==> src/rtl/tpw_pkg.sv <==
// Shared constants and types for the three-phase waveform generator.
// Assumes a single clock domain and a flat write-only register map.
package tpw_pkg;
    localparam int CNT_W  = 16;
    localparam int NPH    = 3;
    localparam int ADDR_W = 3;

    localparam logic [ADDR_W-1:0] A_PERIOD = 3'd0;
    localparam logic [ADDR_W-1:0] A_WID0   = 3'd1;
    localparam logic [ADDR_W-1:0] A_CTRL   = 3'd4;
    localparam logic [ADDR_W-1:0] A_POL    = 3'd5;

    // control register layout: bit0 enable, bit1 falling-only, bit2 run
    typedef struct packed {
        logic run;
        logic fall_only;
        logic out_en;
    } ctrl_t;
endpackage

==> src/rtl/tpw_regs.sv <==
// Register file: carrier period, per-phase one-shot widths, control bits
// and per-phase polarity buffers. Write-only, one write per cycle.
// Assumes the width registers occupy consecutive addresses from A_WID0.
module tpw_regs
    import tpw_pkg::*;
#(
    parameter int W   = CNT_W,
    parameter int NP  = NPH,
    parameter int AW  = ADDR_W
) (
    input  logic                  clk,
    input  logic                  rst_n,
    input  logic                  wr_en,
    input  logic [AW-1:0]         wr_addr,
    input  logic [W-1:0]          wr_data,
    output logic [W-1:0]          period,
    output logic [NP-1:0][W-1:0]  width,
    output ctrl_t                 ctrl,
    output logic [NP-1:0]         pol_buf
);
    // period, control and polarity registers
    always_ff @(posedge clk) begin
        if (!rst_n) begin
            period  <= '0;
            ctrl    <= '0;
            pol_buf <= '0;
        end else if (wr_en) begin
            if (wr_addr == A_PERIOD) period  <= wr_data;
            if (wr_addr == A_CTRL)   ctrl    <= ctrl_t'(wr_data[2:0]);
            if (wr_addr == A_POL)    pol_buf <= wr_data[NP-1:0];
        end
    end

    // one width register per phase
    for (genvar i = 0; i < NP; i++) begin : g_wid
        localparam logic [AW-1:0] MY_ADDR = A_WID0 + AW'(i);
        always_ff @(posedge clk) begin
            if (!rst_n)                           width[i] <= '0;
            else if (wr_en && wr_addr == MY_ADDR) width[i] <= wr_data;
        end
    end
endmodule

==> src/rtl/tpw_carrier.sv <==
// Carrier down-counter. While stopped it holds the period value. While
// running it counts down and reloads the period after reaching zero.
// zero_evt is combinational; irq is its registered copy.
module tpw_carrier #(
    parameter int W = 16
) (
    input  logic         clk,
    input  logic         rst_n,
    input  logic         run,
    input  logic [W-1:0] period,
    output logic         zero_evt,
    output logic         irq
);
    logic [W-1:0] cnt;

    assign zero_evt = run && (cnt == '0);

    // counter: load while stopped, count down and reload while running
    always_ff @(posedge clk) begin
        if (!rst_n)        cnt <= '0;
        else if (!run)     cnt <= period;
        else if (zero_evt) cnt <= period;
        else               cnt <= cnt - 1'b1;
    end

    // one-cycle interrupt following each zero event
    always_ff @(posedge clk) begin
        if (!rst_n) irq <= 1'b0;
        else        irq <= zero_evt;
    end
endmodule

==> src/rtl/tpw_oneshot.sv <==
// Per-phase one-shot. A start loads the width. The pulse is high while
// the remaining count is nonzero, so a width of 0 gives no pulse.
module tpw_oneshot #(
    parameter int W = 16
) (
    input  logic         clk,
    input  logic         rst_n,
    input  logic         start,
    input  logic [W-1:0] width,
    output logic         pulse
);
    logic [W-1:0] remain;

    assign pulse = (remain != '0);

    // remaining pulse length: load on start, then drain to zero
    always_ff @(posedge clk) begin
        if (!rst_n)     remain <= '0;
        else if (start) remain <= width;
        else if (pulse) remain <= remain - 1'b1;
    end
endmodule

==> src/rtl/tpw_phase.sv <==
// Phase level logic. It detects pulse edges and toggles the level on the
// selected edges. At a carrier zero it loads the level from the polarity
// buffer; the zero event takes priority over a toggle. It drives the
// gated positive and complementary outputs.
module tpw_phase (
    input  logic clk,
    input  logic rst_n,
    input  logic zero_evt,
    input  logic pulse,
    input  logic pol_bit,
    input  logic fall_only,
    input  logic out_en,
    output logic lvl,
    output logic out_p,
    output logic out_n
);
    logic pulse_q;
    logic rise, fall, toggle;

    assign rise   = pulse && !pulse_q;
    assign fall   = !pulse && pulse_q;
    assign toggle = fall_only ? fall : (rise || fall);

    // previous pulse value for edge detection
    always_ff @(posedge clk) begin
        if (!rst_n) pulse_q <= 1'b0;
        else        pulse_q <= pulse;
    end

    // phase level: polarity load at zero, toggle on selected edges
    always_ff @(posedge clk) begin
        if (!rst_n)        lvl <= 1'b0;
        else if (zero_evt) lvl <= pol_bit;
        else if (toggle)   lvl <= !lvl;
    end

    assign out_p = out_en && lvl;
    assign out_n = out_en && !lvl;
endmodule

==> src/rtl/three_phase_gen.sv <==
// Top of the three-phase waveform generator. Ties together the register
// file, the carrier counter and, for each phase, a one-shot and an
// output stage. Assumes one clock and a synchronous active-low reset.
module three_phase_gen
    import tpw_pkg::*;
#(
    parameter int CW  = CNT_W,
    parameter int NP  = NPH,
    parameter int AW  = ADDR_W
) (
    input  logic          clk,
    input  logic          rst_n,
    input  logic          wr_en,
    input  logic [AW-1:0] wr_addr,
    input  logic [CW-1:0] wr_data,
    output logic [NP-1:0] ph_p,
    output logic [NP-1:0] ph_n,
    output logic          carrier_irq
);
    logic [CW-1:0]          period;
    logic [NP-1:0][CW-1:0]  os_width;
    ctrl_t                  ctrl_q;
    logic [NP-1:0]          pol_buf;
    logic                   zero_evt;
    logic [NP-1:0]          os_pulse;
    logic [NP-1:0]          ph_lvl;
    logic                   out_en_w;
    logic                   run_w;

    assign out_en_w = ctrl_q.out_en;
    assign run_w    = ctrl_q.run;

    tpw_regs #(.W(CW), .NP(NP), .AW(AW)) u_regs (
        .clk     (clk),
        .rst_n   (rst_n),
        .wr_en   (wr_en),
        .wr_addr (wr_addr),
        .wr_data (wr_data),
        .period  (period),
        .width   (os_width),
        .ctrl    (ctrl_q),
        .pol_buf (pol_buf)
    );

    tpw_carrier #(.W(CW)) u_carrier (
        .clk      (clk),
        .rst_n    (rst_n),
        .run      (run_w),
        .period   (period),
        .zero_evt (zero_evt),
        .irq      (carrier_irq)
    );

    for (genvar i = 0; i < NP; i++) begin : g_ph
        tpw_oneshot #(.W(CW)) u_os (
            .clk   (clk),
            .rst_n (rst_n),
            .start (zero_evt),
            .width (os_width[i]),
            .pulse (os_pulse[i])
        );
        tpw_phase u_out (
            .clk       (clk),
            .rst_n     (rst_n),
            .zero_evt  (zero_evt),
            .pulse     (os_pulse[i]),
            .pol_bit   (pol_buf[i]),
            .fall_only (ctrl_q.fall_only),
            .out_en    (out_en_w),
            .lvl       (ph_lvl[i]),
            .out_p     (ph_p[i]),
            .out_n     (ph_n[i])
        );
    end
endmodule

==> config.mk <==
export PLATFORM = sky130hd
export DESIGN_NAME = three_phase_gen
export DESIGN_NICKNAME = d
export VERILOG_FILES = /design/src/rtl/tpw_pkg.sv /design/src/rtl/tpw_regs.sv /design/src/rtl/tpw_carrier.sv /design/src/rtl/tpw_oneshot.sv /design/src/rtl/tpw_phase.sv /design/src/rtl/three_phase_gen.sv
export SDC_FILE = /design/constraint.sdc
export NUM_CORES = 1
export LEC_CHECK = 0
export BUFFER_PORTS_ARGS = -buffer_cell sky130_fd_sc_hd__buf_2
export CORE_MARGIN = 2
export CORE_UTILIZATION = 61
export CTS_CLUSTER_SIZE = 12
export DETAILED_ROUTE_END_ITERATION = 6
export PLACE_DENSITY = 0.87
export SETUP_SLACK_MARGIN = 0.02
export SYNTH_ARGS = -nofsm -noshare
export SYNTH_HDL_FRONTEND = slang
export SYNTH_SLANG_ARGS = --single-unit
==> constraint.sdc <==
create_clock -name clk -period 2.6 [get_ports clk]
set_clock_uncertainty 0.2 [all_clocks]
set_input_delay 0.26 -clock clk [delete_from_list [all_inputs] [get_ports clk]]
set_output_delay 0.26 -clock clk [all_outputs]
set_load 0.01 [all_outputs]
Yosys cells after proc, flatten, opt, wreduce, memory -nomap -nowiden
Index checks and enable logic that the tools add are counted.

operators by class
  add/subtract/negate cells = 4
  equality and inequality tests = 5
  muxes and demuxes = 17
  reductions and logical operators = 42

operators by type and width
  kind                   number
  $mux 16                8
  $sub 16x1->16 const B  4
  $reduce_bool 16->1     3
  $logic_and 1x1->1      16
  $logic_not 16->1       1
  $reduce_bool 2->1      6
  $logic_not 1->1        9
  $mux 1                 9
  $eq 3x2->1 const B     2
  $eq 3x3->1 const B     2
  $reduce_and 2->1       3
  $eq 3x1->1 const B     1
  $logic_not 3->1        1
  $logic_or 1x1->1       3

word-level totals
  bits in registers = 141
  input port bits = 22
  output and inout port bits = 7
  word-level logic and storage cells = 87

Depth between registers and ports, before layout
  depth in word-level cells = 7
  depth in mapped cells = 10
  depth with buffers taken out = 10

Hierarchy
From an unflattened synthesis, not the netlist that was laid out.

second synthesis, totals
  cell total of the unflattened synthesis = 726
  area, all modules = 6686.4 sq um

by module, submodules not included
  module                          instances  cells each  area an instance (sq um)  sequential area each (sq um)
  tpw_regs                        1          250         2592.5                    1401.3
  tpw_oneshot (g_ph[0].u_os ...)  2          108         894.6                     320.3
  tpw_carrier                     1          111         984.7                     340.3
  tpw_oneshot (g_ph[2].u_os)      1          104         944.7                     320.3
  tpw_phase                       3          15          125.1                     40.0

Worst setup path before layout
OpenSTA, ideal clock, no wires.

  path kind = register to register
  start = reg g_ph[2].u_os.remain[3]
  end = reg g_ph[2].u_out.lvl
  setup time = 0.086 ns
  arrival time = 2.066 ns
  required time = 2.314 ns
  path slack = 0.248 ns
  stages on the path, launching flop included = 8
  path buffers = 1
  clock period less this slack = 2.352 ns
  cells stage by stage = dfxtp_1 -> nor4_1 -> and4_1 -> clkbuf_1 -> ha_1 -> o21ai_0 -> xnor2_1 -> a211oi_1

between the ends
  word-level cells in the longest chain between the ends = 6
  elaborated cells between the ends (all ways) = 7
  those cells by class = mux (1); reduce/logical (6)

RTL lines
  element                                 RTL line           source
  start, declared                         tpw_oneshot.sv:12  logic [W-1:0] remain;
  start signal, assigned                  tpw_oneshot.sv:19  else if (start) remain <= width;
  start signal, assigned                  tpw_oneshot.sv:20  else if (pulse) remain <= remain - 1'b1;
  $reduce_bool 16->1 (*)                  tpw_oneshot.sv:14  assign pulse = (remain != '0);
  $logic_not 1->1                         tpw_phase.sv:21    assign fall = !pulse && pulse_q;
  $logic_and 1x1->1                       tpw_phase.sv:21
  $logic_or 1x1->1                        tpw_phase.sv:22    assign toggle = fall_only ? fall : (rise || fall);
  $mux 1 (*)                              tpw_phase.sv:22
  $reduce_bool 2->1 (no source line) (*)  --
  end signal, assigned                    tpw_phase.sv:33    else if (zero_evt) lvl <= pol_bit;
  end signal, assigned                    tpw_phase.sv:34    else if (toggle) lvl <= !lvl;
  end, declared                           tpw_phase.sv:13    output logic lvl,

Every way passes the cells marked *; elsewhere a longest branch is shown, timed or not.
A chain may end at the register's enable or synchronous reset.

Worst setup path in the final report
  start = reg g_ph[1].u_os.remain[1]
  end = reg g_ph[1].u_os.remain[8]

between the ends
  word-level cells in the longest chain between the ends = 3
  elaborated cells between the ends (all ways) = 5
  those cells by class = add/sub (1); mux (2); reduce/logical (2)

RTL lines
  element                 RTL line
  start, declared         tpw_oneshot.sv:12
  start signal, assigned  tpw_oneshot.sv:19
  start signal, assigned  tpw_oneshot.sv:20
  $sub 16x1->16           tpw_oneshot.sv:20
  $mux 16                 tpw_oneshot.sv:20
  $mux 16                 tpw_oneshot.sv:19

Parallel ways exist; a longest one is shown, timed or not. The select of a mux whose other input is x is not followed.

==> results.toml <==
[grt]
busiest_layer = "met2"
antenna_found_initial = 0
grt_max_degree = 63
global_route.usage.met2_pct = 55.6
grt-ovfl-total = 0
grt_pass1_wl_mm = 28.5
grt_util_met1_pct = 37.1
grt_pass1_vias = 5911
track_usage_pct = 32.7
grtUsageMet3_pct = 7.98

[detailed_routing]
drt-total-wl_mm = 17.4
via_per_inst = 6.11
ant_nets = 0
avgRoutedWirePerCell_um = 18.1
dr_total_vias = 5886
drt_iter0_markers = 434
drc = 0
firstDrtPassIters = 5

[synthesis]
yosys_register_bits = 141
synth-seq-area-share_pct = 44.8
syn_inst = 779
yosys.area.top_type = "dfxtp_1"
netlist_area_um2 = 6300
yosys_warnings = 0
synthesis.nets = 812
synth-main-ff-cell = "dfxtp_1"
synth.area.top_cells = "dfxtp_1 45%, nand2_1 9.7%, a21oi_1 8.0%, nor2_1 3.2%, xnor2_1 2.8%"
ys_async_sr_fraction_pct = 0
synth_edf_count = 0
synth.distinct_cells = 57
synth_top_area_share_pct = 44.8
avgSynthCellArea_um2 = 8.09

[clock_network]
cts_buffers = 17
clock_sinks = 141
clkLatencyLatePin_ns = 0.54
cts_tree = "built"
ctsHtreeMaxLevel = 4
clockRootBuffer = "clkbuf_8"
clk_pin_slew_ns = 0.07
clockBufferDepth = 2
post_cts_buffers = 0

[run_status]
outcome = "completed"

[place]
place_area_um2 = 6600
portBuffers = 28
gp_congestion = 0.922
post-dp-hpwl_mm = 10.6
placed_cells = 915
place_ws_ns = 0.187

[critical_path]
cp_data_arrival_time_ns = 2.74
critPathMaxFanout = 6
critical_path_class = "reg -> reg"
start_kind = "flip-flop"
worst_ep_required_time_ns = 2.81
crit_path_end_kind = "flip-flop"

[timing]
finalSetupViolations = 0
holdWs_ns = 0.0438
fin_crit_ns = 2.53
fin_crit_sh_pct = 97.3
slew_headroom_pct = 55.0
slew_viol_final = 0
final_hold_viol_count = 0
tns_ns = 0
timing.final.ws_setup_ns = 0.0711
grt_setup_unrepaired = "yes"
worst_pin_slew_ns = 0.674
timing.fmax_mhz = 395

[layout]
num_antenna_cells = 0
final-instance-count-excl-fill = 964
post-route-util_pct = 72.5
fin_area_um2 = 7380
area_growth_pct = 17.2
drive_gt1_share_pct = 11.6
layout.nets = 848
fill_cells = 719

[die]
rows = 37
start_util_pct = 61.9
dieArea_um2 = 11200
ios = 29
die_h_um = 106
core_um2 = 10200
fp.dieW_um = 106

[run]
cap_viol_max_count = 0

[power]
finalPower_mw = 8.13
cellLeakagePower_nw = 2.83
powerDensity_nw_per_um2 = 1100
vdd_drop_max_uv = 799

[hold_path]
hp-class = "in -> reg"
-- where the power goes --
| part | leakage [nW] | internal [mW] | switching [mW] | total, mW |
|---|---|---|---|---|
| registers | 1.15 | 2.51 | 0.384 | 2.90 |
| logic | 1.39 | 1.29 | 1.55 | 2.84 |
| clock network | 0.286 | 1.33 | 1.07 | 2.40 |
-- kinds of logic (layout without fill, tap and decap cells) --
family          Yosys count  count (layout)  share of synthesized area, %
buf+inv                  59             108                          4.01
flops                   141             141                          44.8
simple gates            325             325                          24.4
fa+ha+maj                11              11                          2.18
mux                      11              11                          1.77
xor+xnor                 40              40                          5.56
compound gates          192             192                          17.2
-- repair_timing --
| action | in CTS | in global routing |
|---|---|---|
| resized for setup | 0 | 6 |
| hold buffers | 17 | 0 |
| hold endpoints to repair | 76 | 0 |
| endpoints found under the setup margin | 0 | 4 |
-- routing by layer --
metal / up-vias / routed length [um]
met3: 87 / 1270
li1: 2784 / -
met5: - / 0
met2: 263 / 8620
met1: 2752 / 6610
met4: 0 / 936
-- synth_stat cells (7+ instances only) --
cell and n:
nand2_1 163, dfxtp_1 141, a21oi_1 101, nor2_1 54, clkbuf_1 38, o21ai_1 33, nand3_1 22, xnor2_1 20
xor2_1 20, nor3_1 15, a211oi_1 13, o21ai_0 12, ha_1 11, inv_1 10, mux2i_1 10, nor3b_1 9
nor4_1 9, buf_4 8, or3_1 8, a22oi_1 7, a31oi_1 7
-- cells in the final DEF (no fill, tap or decap), drive strengths merged, types with 20 or more instances in the layout --
cell     n
dfxtp  141
buf     48
a21oi  101
o21ai   45
nand3   22
xor2    20
nor2    54
nand2  163
inv     22
xnor2   20
-- worst paths after layout --
path,cells past startpoint,to,slack [ns],start
min,4,u_regs.ctrl[0],0.04,wr_addr[1]
max reg2reg,7,g_ph[1].u_os.remain[8],0.07,g_ph[1].u_os.remain[1]
min reg2reg,2,u_regs.width[8],0.26,u_regs.width[8]
max,7,g_ph[1].u_os.remain[8],0.07,g_ph[1].u_os.remain[1]
-- layout make-up --
class / instances / area (um2) / share of cell area [%]
inverters: 11 / 41.3 / 0.559
flip-flops and latches: 141 / 2820 / 38.2
well taps: 136 / 170 / 2.31
clock buffers: 17 / 414 / 5.61
clock inverters: 15 / 169 / 2.29
multi-input cells: 579 / 3270 / 44.3
repair buffers: 65 / 498 / 6.75
-- state kept, by name, summed over array words and instances, names as in the netlist --
register / flops
u_carrier.irq: 1
u_regs.width: 48
g_ph.u_os.remain: 48
g_ph.u_out.lvl: 3
u_regs.pol_buf: 3
g_ph.u_out.pulse_q: 3
u_regs.period: 16
u_regs.ctrl: 3
u_carrier.cnt: 16
-- critical path: stages (launching register included) --
cell and delay (ns):
dfxtp_1 0.33, inv_1 0.10, ha_1 0.18, or3b_4 0.42, or4_4 0.48, a311oi_2 0.36, xnor2_1 0.21, a21oi_1 0.12
Note: power is estimated with default switching activity, not from simulation.
